==> config.mk <==
export PLATFORM = sky130hd
export DESIGN_NAME = irq_vector_ctrl
export DESIGN_NICKNAME = d
export VERILOG_FILES = /design/src/rtl/irq_pkg.sv /design/src/rtl/irq_pending.sv /design/src/rtl/irq_prio_pick.sv /design/src/rtl/irq_vector_ctrl.sv
export SDC_FILE = /design/constraint.sdc
export NUM_CORES = 1
export LEC_CHECK = 0
export BUFFER_PORTS_ARGS = -buffer_cell sky130_fd_sc_hd__buf_4
export CORE_MARGIN = 2
export CORE_UTILIZATION = 36
export DETAILED_ROUTE_END_ITERATION = 16
export SYNTH_ARGS = -nofsm -noshare
export SYNTH_HDL_FRONTEND = slang
export SYNTH_HIERARCHICAL = 1
export SYNTH_SLANG_ARGS = --single-unit
==> constraint.sdc <==
create_clock -name clk -period 2.3 [get_ports clk]
set_clock_uncertainty 0.2 [all_clocks]
set_input_delay 0.46 -clock clk [delete_from_list [all_inputs] [get_ports clk]]
set_output_delay 0.46 -clock clk [all_outputs]
set_load 0.02 [all_outputs]
==> src/rtl/irq_pkg.sv <==
package irq_pkg;
  localparam int VEC_COUNT   = 32;
  localparam int SYNC_COUNT  = 7;
  localparam int HW_ERR_VEC  = 1;
  localparam int PTR_WIDTH   = 32;
  localparam logic [PTR_WIDTH-1:0] TBL_BASE_DEF = 32'h0000_0100;
endpackage

==> src/rtl/irq_pending.sv <==
module irq_pending #(
  parameter int NUM_VEC = 32,
  parameter int EXC_NUM = 7,
  localparam int VEC_W  = $clog2(NUM_VEC),
  localparam int PLAT_N = NUM_VEC - EXC_NUM
) (
  input  logic               clk,
  input  logic               rst,
  input  logic [EXC_NUM-1:0] exc_pulse,
  input  logic [PLAT_N-1:0]  plat_lvl,
  input  logic               clr_en,
  input  logic [VEC_W-1:0]   clr_idx,
  output logic [NUM_VEC-1:0] pend
);
  logic [NUM_VEC-1:0] raw;
  assign raw = {plat_lvl, exc_pulse};

  for (genvar g = 0; g < NUM_VEC; g++) begin : g_bit
    logic hit;
    assign hit = clr_en && (clr_idx == VEC_W'(g));
    always_ff @(posedge clk) begin
      if (rst)      pend[g] <= 1'b0;
      else if (hit) pend[g] <= 1'b0;
      else if (raw[g]) pend[g] <= 1'b1;
    end
  end
endmodule

==> src/rtl/irq_prio_pick.sv <==
module irq_prio_pick #(
  parameter int N      = 32,
  localparam int VEC_W = $clog2(N)
) (
  input  logic [N-1:0]     cand,
  output logic             found,
  output logic [VEC_W-1:0] idx
);
  always_comb begin
    found = 1'b0;
    idx   = '0;
    for (int i = N - 1; i >= 0; i--) begin
      if (cand[i]) begin
        found = 1'b1;
        idx   = VEC_W'(i);
      end
    end
  end
endmodule

==> src/rtl/irq_vector_ctrl.sv <==
module irq_vector_ctrl #(
  parameter int NUM_VEC = irq_pkg::VEC_COUNT,
  parameter int EXC_NUM = irq_pkg::SYNC_COUNT,
  parameter int NMI_VEC = irq_pkg::HW_ERR_VEC,
  parameter int ADDR_W  = irq_pkg::PTR_WIDTH,
  parameter logic [ADDR_W-1:0] TABLE_BASE = irq_pkg::TBL_BASE_DEF,
  localparam int VEC_W  = $clog2(NUM_VEC),
  localparam int PLAT_N = NUM_VEC - EXC_NUM
) (
  input  logic               clk,
  input  logic               rst,
  input  logic [EXC_NUM-1:0] exc_pulse,
  input  logic [PLAT_N-1:0]  plat_lvl,
  input  logic               ie_set,
  input  logic               ie_clr,
  input  logic               mask_wr,
  input  logic [NUM_VEC-1:0] mask_wdata,
  input  logic               ack,
  output logic               req_valid,
  output logic [VEC_W-1:0]   req_vec,
  output logic [ADDR_W-1:0]  req_addr,
  output logic               ie_out,
  output logic [NUM_VEC-1:0] mask_out
);
  localparam logic [NUM_VEC-1:0] NMI_BIT = NUM_VEC'(1) << NMI_VEC;

  logic [NUM_VEC-1:0] pend, elig, mask_nxt;
  logic               accept, found;
  logic [VEC_W-1:0]   win;

  assign accept = req_valid && ack;

  irq_pending #(.NUM_VEC(NUM_VEC), .EXC_NUM(EXC_NUM)) u_pend (
    .clk(clk), .rst(rst), .exc_pulse(exc_pulse), .plat_lvl(plat_lvl),
    .clr_en(accept), .clr_idx(req_vec), .pend(pend)
  );

  assign elig = pend & ((mask_out & {NUM_VEC{ie_out}}) | NMI_BIT);

  irq_prio_pick #(.N(NUM_VEC)) u_pick (.cand(elig), .found(found), .idx(win));

  always_comb begin
    mask_nxt = mask_wr ? mask_wdata : mask_out;
    if (accept) mask_nxt[req_vec] = 1'b0;
  end

  always_ff @(posedge clk) begin
    if (rst) begin
      req_valid <= 1'b0;
      req_vec   <= '0;
      req_addr  <= '0;
      ie_out    <= 1'b0;
      mask_out  <= '0;
    end else begin
      mask_out <= mask_nxt;
      if (accept)      ie_out <= 1'b0;
      else if (ie_clr) ie_out <= 1'b0;
      else if (ie_set) ie_out <= 1'b1;
      if (accept) begin
        req_valid <= 1'b0;
      end else if (!req_valid && found) begin
        req_valid <= 1'b1;
        req_vec   <= win;
        req_addr  <= TABLE_BASE + ADDR_W'(win);
      end
    end
  end
endmodule

==> results of run 1 <==
through the flow:
stage / util / setup WS [ps] / area (um^2) / setup TNS, ps
6_report: 0.4945 / 34.75 / 5105 / 0
4_1_cts: 0.4838 / 6.356 / 4995 / 0
3_3_place_gp: 0.4541 / 45.03 / 4688 / 0
5_1_grt: 0.4945 / -92.66 / 5105 / -419.2
2_1_floorplan: - / 9.328 / 3919 / 0
3_5_place_dp: 0.4541 / -46.52 / 4688 / -196.9
layout make-up:
class                   count  share of cell area
clock buffers              10             0.02696
clock inverters             5             0.02525
inverters                   7            0.005637
multi-input cells         287              0.4228
flip-flops and latches     72              0.2831
well taps                 136             0.03333
repair buffers            137              0.2029
cells by family after synthesis:
kind of cell | count (synthesis) | synth area share
simple gates | 138 | 0.2206
compound gates | 86 | 0.2009
flops | 72 | 0.3782
buf+inv | 60 | 0.1021
mux | 37 | 0.09718
other cells | 1 | 0.0009840
synthesized netlist by cell type (2+ instances only):
master      n
dfxtp_1    72
nor2_1     56
mux2i_1    37
a211oi_1   36
buf_4      33
and3_1     32
a211oi_2   28
nor3_1      8
a21oi_1     7
clkbuf_1    7
inv_1       6
nor4_1      6
nor3b_2     5
buf_2       4
buf_6       4
nand2_1     4
and4bb_4    3
buf_1       3
o21ai_0     3
a2111oi_0   2
and2_1      2
and2b_2     2
and3b_1     2
and4b_4     2
clkbuf_2    2
nand3_1     2
nor2b_1     2
nor3b_1     2
nor4b_2     2
o311ai_0    2
o31ai_1     2
power groups by stage:
stage	Clock, mW	Combinational (mW)	Sequential (mW)
after global routing	1.40	0.637	1.43
after CTS	1.34	0.573	1.42
after floorplan	0	0.335	1.46
final	1.32	0.589	1.42
after detailed placement	0	0.561	1.46
after global placement	0	0.555	1.46
final timing paths:
| kind | slack (ps) | depth (start not counted) | end | startpoint |
|---|---|---|---|---|
| setup / recovery | 30 | 7 | req_addr[4] | ie_out |
| hold / removal | 70 | 2 | ie_out | ie_clr |
| setup reg to reg | 30 | 7 | req_addr[4] | ie_out |
| hold reg to reg | 310 | 2 | u_pend/pend[28] | u_pend/pend[28] |
worst max-delay path, stage by stage, from the launching register on:
cell and delay, ps:
dfxtp_4 380, and3_1 180, or4_4 560, nor3_4 210, nand3b_1 110, and2b_2 270
mux2i_1 160, nor2_1 70
layout by cell type (no fill, tap or decap), types with 5 or more instances in the layout:
cell	instances
nor3b_2	5
clkbuf_8	10
dfxtp_1	71
a211oi_2	28
mux2i_1	37
conb_1	26
nor3_1	7
a21oi_1	5
nor2_1	56
inv_1	6
buf_4	135
a211oi_1	36
and3_1	29
registers in the layout, summed over array words and instances (netlist names):
register	cells
ie_out	1
u_pend/pend	32
req_vec	4
req_addr	2
mask_out	32
req_valid	1
per-layer routing:
metal,global-route usage,wire length (um),vias up
li1,-,-,1648
met1,0.2670,5006,1631
met2,0.3571,5730,153
met3,0.04195,856,15
met4,0.04824,144,0
met5,0,0,-
timing repair:
action,CTS,global route
resized for setup,3,17
pin swaps,3,7
endpoints found under the setup margin,5,6
setup buffers,4,5
endpoints found under the hold margin,0,0
==> impl_metrics.env, run 1 <==
export IMPL_final_nets=584
export IMPL_grt_pass1_wl_um=18310
export IMPL_root_buffer="clkbuf_8"
export IMPL_num_rows=37
export IMPL_grt_setup_unrepaired="yes"
export IMPL_pwr_share_clk=0.397
export IMPL_coreArea_um2=10320
export IMPL_ys_seq_area_frac=0.3782
export IMPL_clock_sinks=72
export IMPL_die_w_um=106.9
export IMPL_postSynthCellCount=394
export IMPL_ctsHoldBuffers=0
export IMPL_period_needed_ps=2265
export IMPL_leakage_nw=2.340
export IMPL_cap_violations=0
export IMPL_power_density_nw_per_um2=653.2
export IMPL_setup_viol=0
export IMPL_slew_headroom=0.4808
export IMPL_viasPerCell=5.271
export IMPL_vias=3447
export IMPL_ys_types=47
export IMPL_die_h_um=106.9
export IMPL_swShare=0.2612
export IMPL_start_util=0.3692
export IMPL_route_final_wire_length_um=11740
export IMPL_gp_congestion=0.9413
export IMPL_synth_top_area_frac=0.3782
export IMPL_status="completed"
export IMPL_synth_area_leaders="dfxtp_1, mux2i_1, a211oi_2"
export IMPL_track_usage=0.2075
export IMPL_drive_gt1_frac=0.4112
export IMPL_seq_power_share=0.427
export IMPL_cts_max_level=3
export IMPL_crit_type="reg -> reg"
export IMPL_syn_area_um2=3811
export IMPL_multi_input_area_um2=2158
export IMPL_ys_ff_latch=72
export IMPL_n_antenna_cell=0
export IMPL_p_int_mw=2.463
export IMPL_final_cells=654
export IMPL_ys_async_sr_fraction=0
export IMPL_slew_violations=0
export IMPL_seq_area_um2=1445
export IMPL_synth_warnings=6
export IMPL_die_area_um2=11430
export IMPL_ir_worst_vdd_mv=0.3343
export IMPL_insertion_delay_ps=340
export IMPL_drt_pass1_iter_count=4
export IMPL_synth_top_cell_by_area="dfxtp_1"
export IMPL_io_buffers=114
export IMPL_final_period_utilization=0.9849
export IMPL_min_path_type="in -> reg"
export IMPL_synth_top_flop_cell="dfxtp_1"
export IMPL_avgSynthCellArea_um2=9.673
export IMPL_clk_pin_slew_ps=80
export IMPL_synth_edf_count=0
export IMPL_dp_cells=630
export IMPL_area_delta_synth_final_pct=33.95
export IMPL_hold_viol=0
export IMPL_nFillCells=1009
export IMPL_grt_max_degree=46
export IMPL_fin_hold_ws_ps=72.82
export IMPL_worst_pin_slew_ps=777.7
export IMPL_fmax_ghz=0.4415
export IMPL_wl_per_cell_um=17.95
export IMPL_p_comb_frac=0.177
export IMPL_cts_tree="yes"
export IMPL_power_switching_mw=0.8708
export IMPL_clk_path_buf_depth=2
export IMPL_end_kind="flip-flop"
export IMPL_cts_buffers=9
export IMPL_pin_count=141
export IMPL_total_power_mw=3.334
export IMPL_overflow=0
export IMPL_cp_required_ps=2310
export IMPL_ant_nets=0
export IMPL_antenna_found_initial=0
export IMPL_cp_arrival_ps=2280
export IMPL_drtIter0Drc=179
export IMPL_cp_max_fo=8
export IMPL_drcViolationCount=0
export IMPL_hpwlAfterDp_um=8690
export IMPL_grt_pass1_vias=3442
export IMPL_start_kind="flip-flop"
Note: power is estimated with default switching activity, not from simulation.
==> run 2: changes to the inputs <==
--- a/config.mk
+++ b/config.mk
@@ -9,6 +9,7 @@
 export CORE_MARGIN = 2
 export CORE_UTILIZATION = 36
 export DETAILED_ROUTE_END_ITERATION = 16
+export REMOVE_ABC_BUFFERS = 1
 export SYNTH_ARGS = -nofsm -noshare
 export SYNTH_HDL_FRONTEND = slang
 export SYNTH_HIERARCHICAL = 1
==> run 2 against run 1 <==
Net effect:
- the flow now finishes with violations (negative setup slack)
- largest cell class unchanged
- combinational power grew 4.4%
- critical endpoint is now req_vec[0]
- routed wire length grew 0.46%
- final cell count increased by 2.6%
- utilization rose by 0.34 points
- sequential share of layout area is 0.19 points lower
- maximum frequency shrank 2.4%
==> impl_metrics.env, run 2 (synthesized netlist as in run 1, its figures left out) <==
export IMPL_start_kind="flip-flop"
export IMPL_grt_pass1_wl_um=18200
export IMPL_n_antenna_cell=0
export IMPL_ctsHoldBuffers=0
export IMPL_final_util=0.4979
export IMPL_leakage_nw=2.392
export IMPL_ir_worst_vdd_mv=0.3329
export IMPL_coreArea_um2=10320
export IMPL_setup_ws_ps=-20.61
export IMPL_place_area_um2=4853
export IMPL_drt_pass1_iter_count=4
export IMPL_reg2reg_depth=8
export IMPL_crit_type="reg -> reg"
export IMPL_critPathBufInv=1
export IMPL_root_buffer="clkbuf_8"
export IMPL_use_met3=0.04498
export IMPL_r2r_end="req_vec[0]"
export IMPL_final_cell_area_um2=5140
export IMPL_slew_violations=0
export IMPL_cts_buffers=9
export IMPL_clock_sinks=72
export IMPL_route_final_wire_length_um=11790
export IMPL_holdPathEnd="ie_out"
export IMPL_drcViolationCount=0
export IMPL_vias=3435
export IMPL_end_kind="flip-flop"
export IMPL_r2r_slack_ps=-20
export IMPL_grt_max_degree=42
export IMPL_status="complete, but fails checks"
export IMPL_final_nets=601
export IMPL_die_h_um=106.9
export IMPL_whs_path_depth=2
export IMPL_fmax_ghz=0.4309
export IMPL_grt_pass1_vias=3357
export IMPL_cts_max_level=3
export IMPL_antenna_found_initial=0
export IMPL_grt_setup_unrepaired="yes"
export IMPL_drive_gt1_frac=0.4206
export IMPL_cp_arrival_ps=2350
export IMPL_ant_nets=0
export IMPL_io_buffers=114
export IMPL_clk_path_buf_depth=2
export IMPL_slowest_delay_ps=510
export IMPL_layout_common_cells="buf_4, dfxtp_1, nor2_1"
export IMPL_final_period_utilization=1.009
export IMPL_cp_max_fo=8
export IMPL_grt_busiest_layer="met2"
export IMPL_pin_count=141
export IMPL_cts_tree="yes"
export IMPL_area_delta_synth_final_pct=34.87
export IMPL_wl_per_cell_um=17.57
export IMPL_clk_pin_slew_ps=70
export IMPL_num_rows=37
export IMPL_min_path_type="in -> reg"
export IMPL_period_needed_ps=2321
export IMPL_r2r_start="ie_out"
export IMPL_gp_congestion=0.8282
export IMPL_globalRouteMet2Util=0.3389
export IMPL_violations="negative setup slack"
export IMPL_die_w_um=106.9
export IMPL_viasPerCell=5.119
export IMPL_drtIter0Drc=158
export IMPL_post_place_ws_ps=-157.8
export IMPL_start_util=0.3692
export IMPL_path_cells="buf_6, and3_4, or4_4, nor3_4, nand3b_1, and2b_2, mux2i_1, nor2_1"
export IMPL_power_density_nw_per_um2=580.4
export IMPL_reg_top3="mask_out: 32 flops, u_pend/pend: 32 flops, req_vec: 4 flops"
export IMPL_cp_required_ps=2330
export IMPL_final_common_cell="buf_4"
export IMPL_cap_violations=0
export IMPL_slew_headroom=0.5247
export IMPL_gr_usage_met1=0.2728
export IMPL_track_usage=0.2070
export IMPL_overflow=0
export IMPL_worst_pin_slew_ps=710.3
export IMPL_hold_viol=0
export IMPL_crit_slowest_cell="or4_4"
export IMPL_die_area_um2=11430
export IMPL_hpwlAfterDp_um=8667
export IMPL_setup_viol=5
export IMPL_hold_start="ie_clr"
export IMPL_crit_family="simple AND/OR/NAND/NOR gates"
export IMPL_insertion_delay_ps=340
run 2: how the worst max path moves through the flow:
stage,start,to,slack [ps],cells past startpoint
after floorplan,ie_out,req_vec[3],-70,7
after global placement,ie_out,req_vec[1],-60,8
after detailed placement,ie_out,req_vec[0],-160,8
after CTS,ie_out,req_vec[0],0.3,9
after global routing,ie_out,req_vec[0],-80,8
final,ie_out,req_vec[0],-20,8
run 2: routing by layer:
layer,vias to the layer above,wire length (um)
li1,1680,-
met1,1627,5407
met2,113,5581
met3,15,580
met4,0,223
met5,-,0
run 2: metrics by stage:
stage / cells / total power [mW] / hold slack [ps] / setup TNS (ps)
2_1_floorplan: 366 / 1.712 / 268.9 / -348.0
3_3_place_gp: 652 / 2.024 / 282.7 / -294.0
3_5_place_dp: 652 / 2.029 / 277.1 / -845.2
4_1_cts: 669 / 3.008 / 70.18 / 0
5_1_grt: 671 / 3.121 / 68.80 / -412.4
6_report: 671 / 2.983 / 92.29 / -62.34
run 2: layout make-up:
type,instances,area [um^2]
fill,1022,5184
multi-input combinational,287,2137
sequential,72,1445
timing repair buffer,154,1172
tap,136,170.2
clock buffer,11,141.4
clock inverter,4,45.04
inverter,7,28.78
run 2: power breakdown:
| group | total, mW | internal (mW) | switching [mW] | leakage, nW |
|---|---|---|---|---|
| logic | 0.615 | 0.284 | 0.331 | 1.69 |
| registers | 1.40 | 1.33 | 0.0676 | 0.599 |
| clock network | 0.969 | 0.520 | 0.449 | 0.0989 |
run 2: repair_timing:
item | CTS | global route
endpoints found under the setup margin | 6 | 7
pin swaps | 1 | 6
buffers inserted | 2 | 2
gates cloned | 0 | 0
resized for setup | 6 | 10
==> run 3: changes to the inputs <==
--- a/config.mk
+++ b/config.mk
@@ -5,6 +5,7 @@
 export SDC_FILE = /design/constraint.sdc
 export NUM_CORES = 1
 export LEC_CHECK = 0
+export ABC_AREA = 1
 export BUFFER_PORTS_ARGS = -buffer_cell sky130_fd_sc_hd__buf_4
 export CORE_MARGIN = 2
 export CORE_UTILIZATION = 36
==> run 3 against run 2 <==
Net effect:
- the flow still finishes with violations (negative setup slack)
- final cell count increased by 51%
- utilization increased by 0.13 points
- register-to-register slack got worse by 190 ps
- area after synthesis increased by 13%
- flip-flop and latch count unchanged
- first-iteration DRC count increased by 44%
- clock power increased by 72%
- via count increased by 30%
==> impl_metrics.env, run 3 <==
export IMPL_drive_gt1_frac=0.2414
export IMPL_postSynthCellCount=734
export IMPL_clk_pin_slew_ps=60
export IMPL_die_w_um=113.5
export IMPL_syn_area_um2=4313
export IMPL_antenna_found_initial=0
export IMPL_power_density_nw_per_um2=713.8
export IMPL_grt_pass1_wl_um=19990
export IMPL_status="complete, but fails checks"
export IMPL_drt_pass1_iter_count=5
export IMPL_cpMostUsedCell="nand2_1"
export IMPL_ys_seq_area_frac=0.3342
export IMPL_place_area_um2=5274
export IMPL_drcViolationCount=0
export IMPL_track_usage=0.1983
export IMPL_synth_top_flop_cell="dfxtp_1"
export IMPL_ys_ff_latch=72
export IMPL_avgSynthCellArea_um2=5.876
export IMPL_total_power_mw=4.121
export IMPL_cap_violations=0
export IMPL_start_kind="flip-flop"
export IMPL_cp_arrival_ps=2540
export IMPL_grt_pass1_vias=4029
export IMPL_viasPerCell=4.416
export IMPL_period_needed_ps=2510
export IMPL_vias=4473
export IMPL_start_util=0.3729
export IMPL_yosysMostFrequentCell="nor2_1"
export IMPL_drtIter0Drc=228
export IMPL_synth_top_area_frac=0.3342
export IMPL_die_area_um2=12870
export IMPL_cts_buffers=9
export IMPL_ant_nets=0
export IMPL_synth_area_leaders="dfxtp_1, nor2_1, nand2_1"
export IMPL_final_period_utilization=1.091
export IMPL_hpwlAfterDp_um=9543
export IMPL_die_h_um=113.5
export IMPL_grt_max_degree=34
export IMPL_coreArea_um2=11560
export IMPL_root_buffer="clkbuf_16"
export IMPL_crit_type="reg -> reg"
export IMPL_leakage_nw=3.052
export IMPL_area_delta_synth_final_pct=33.86
export IMPL_synth_commonest_cells="nor2_1, nand2_1, inv_1"
export IMPL_nFillCells=1228
export IMPL_end_kind="flip-flop"
export IMPL_ir_worst_vdd_mv=0.3502
export IMPL_synth_top_cell_by_area="dfxtp_1"
export IMPL_setup_viol=2
export IMPL_layout_common_cells="nor2_1, nand2_1, buf_4"
export IMPL_reg_top3="mask_out: 32 flops, u_pend/pend: 32 flops, req_vec: 4 flops"
export IMPL_final_common_cell="nor2_1"
export IMPL_synth_warnings=6
export IMPL_num_rows=39
export IMPL_io_buffers=114
export IMPL_synth_edf_count=0
export IMPL_violations="negative setup slack"
export IMPL_gp_congestion=0.8619
export IMPL_final_nets=935
export IMPL_cts_max_level=3
export IMPL_setup_ws_ps=-209.7
export IMPL_route_final_wire_length_um=12630
export IMPL_pin_count=141
export IMPL_worst_pin_slew_ps=707.0
export IMPL_slowest_delay_ps=380
export IMPL_ys_async_sr_fraction=0
export IMPL_grt_setup_unrepaired="yes"
export IMPL_clk_path_buf_depth=2
export IMPL_hold_viol=0
export IMPL_fmax_ghz=0.3985
export IMPL_cts_tree="yes"
export IMPL_min_path_type="in -> reg"
export IMPL_crit_slowest_cell="dfxtp_4"
export IMPL_overflow=0
export IMPL_wl_per_cell_um=12.47
export IMPL_cp_required_ps=2330
export IMPL_insertion_delay_ps=340
export IMPL_setup_tns_ps=-337.9
export IMPL_ys_types=26
export IMPL_final_cell_area_um2=5773
export IMPL_clock_sinks=72
export IMPL_slew_violations=0
export IMPL_slew_headroom=0.5280
export IMPL_n_antenna_cell=0
export IMPL_post_place_ws_ps=-373.4
export IMPL_cp_max_fo=6
## run 3: changes by cell type after synthesis, moves of 16 or more
cell	delta
nand2_1	+171
nor2_1	+124
inv_1	+119
nand3_1	+66
mux2i_1	-37
a211oi_1	-35
and3_1	-32
a211oi_2	-28
inv_2	+16
## run 3: path summary, 6_finish.rpt
check,from,endpoint,slack (ps),depth (start not counted)
setup / recovery,ie_out,req_vec[0],-210,35
hold / removal,ie_clr,ie_out,110,2
setup reg to reg,ie_out,req_vec[0],-210,35
hold reg to reg,req_addr[8],req_addr[8],290,2
## run 3: cells by family after synthesis
family                 count (synthesis)  synth area share
AOI/OAI and AO/OA                     29           0.03743
buffers and inverters                193            0.2115
DFF                                   72            0.3342
other                                  1         0.0008695
and+or+nand+nor                      439            0.4160
## run 3: layer usage
layer | track usage | up-vias | part of all wire
met5 | 0 | - | 0
met4 | 0.05691 | 0 | 0.013
met3 | 0.03454 | 13 | 0.058
met2 | 0.3038 | 141 | 0.44
met1 | 0.2868 | 1943 | 0.49
li1 | - | 2376 | -
## run 3: power breakdown
part	internal, mW	total (mW)	switching, mW
registers	1.35	1.49	0.137
logic	0.380	0.957	0.577
clock network	1.12	1.67	0.548
total	2.86	4.12	1.26
## run 3: what timing repair did
item,CTS,global route
pin swaps,3,12
setup endpoints to repair,7,7
buffers inserted,2,3
hold buffers,0,0
gates resized for setup,8,24
## run 3: critical path: cells and delay by family (launching register included)
| kind | cells | cell delay, ps |
|---|---|---|
| AND/OR/NAND/NOR | 32 | 1600 |
| flip-flops | 1 | 380 |
| AO/OA/AOI/OAI | 2 | 180 |
| buffers and inverters | 1 | 40 |
## run 3: metrics by stage
stage,hold WS [ps],util,cells
final,111.4,0.4992,1013
after global placement,265.6,0.4560,992
after global routing,100.8,0.4992,1013
after detailed placement,267.6,0.4560,992
after floorplan,296.7,-,709
after CTS,110.0,0.4898,1010
## run 3: final cells by class
cell class / instances / area, um^2 / area share
clock buffer: 12 / 256.5 / 0.04443
clock inverter: 4 / 98.84 / 0.01712
inverter: 143 / 539.3 / 0.09341
multi-input combinational: 494 / 2148 / 0.3721
sequential: 72 / 1445 / 0.2503
tap: 143 / 178.9 / 0.03099
timing repair buffer: 145 / 1106 / 0.1916
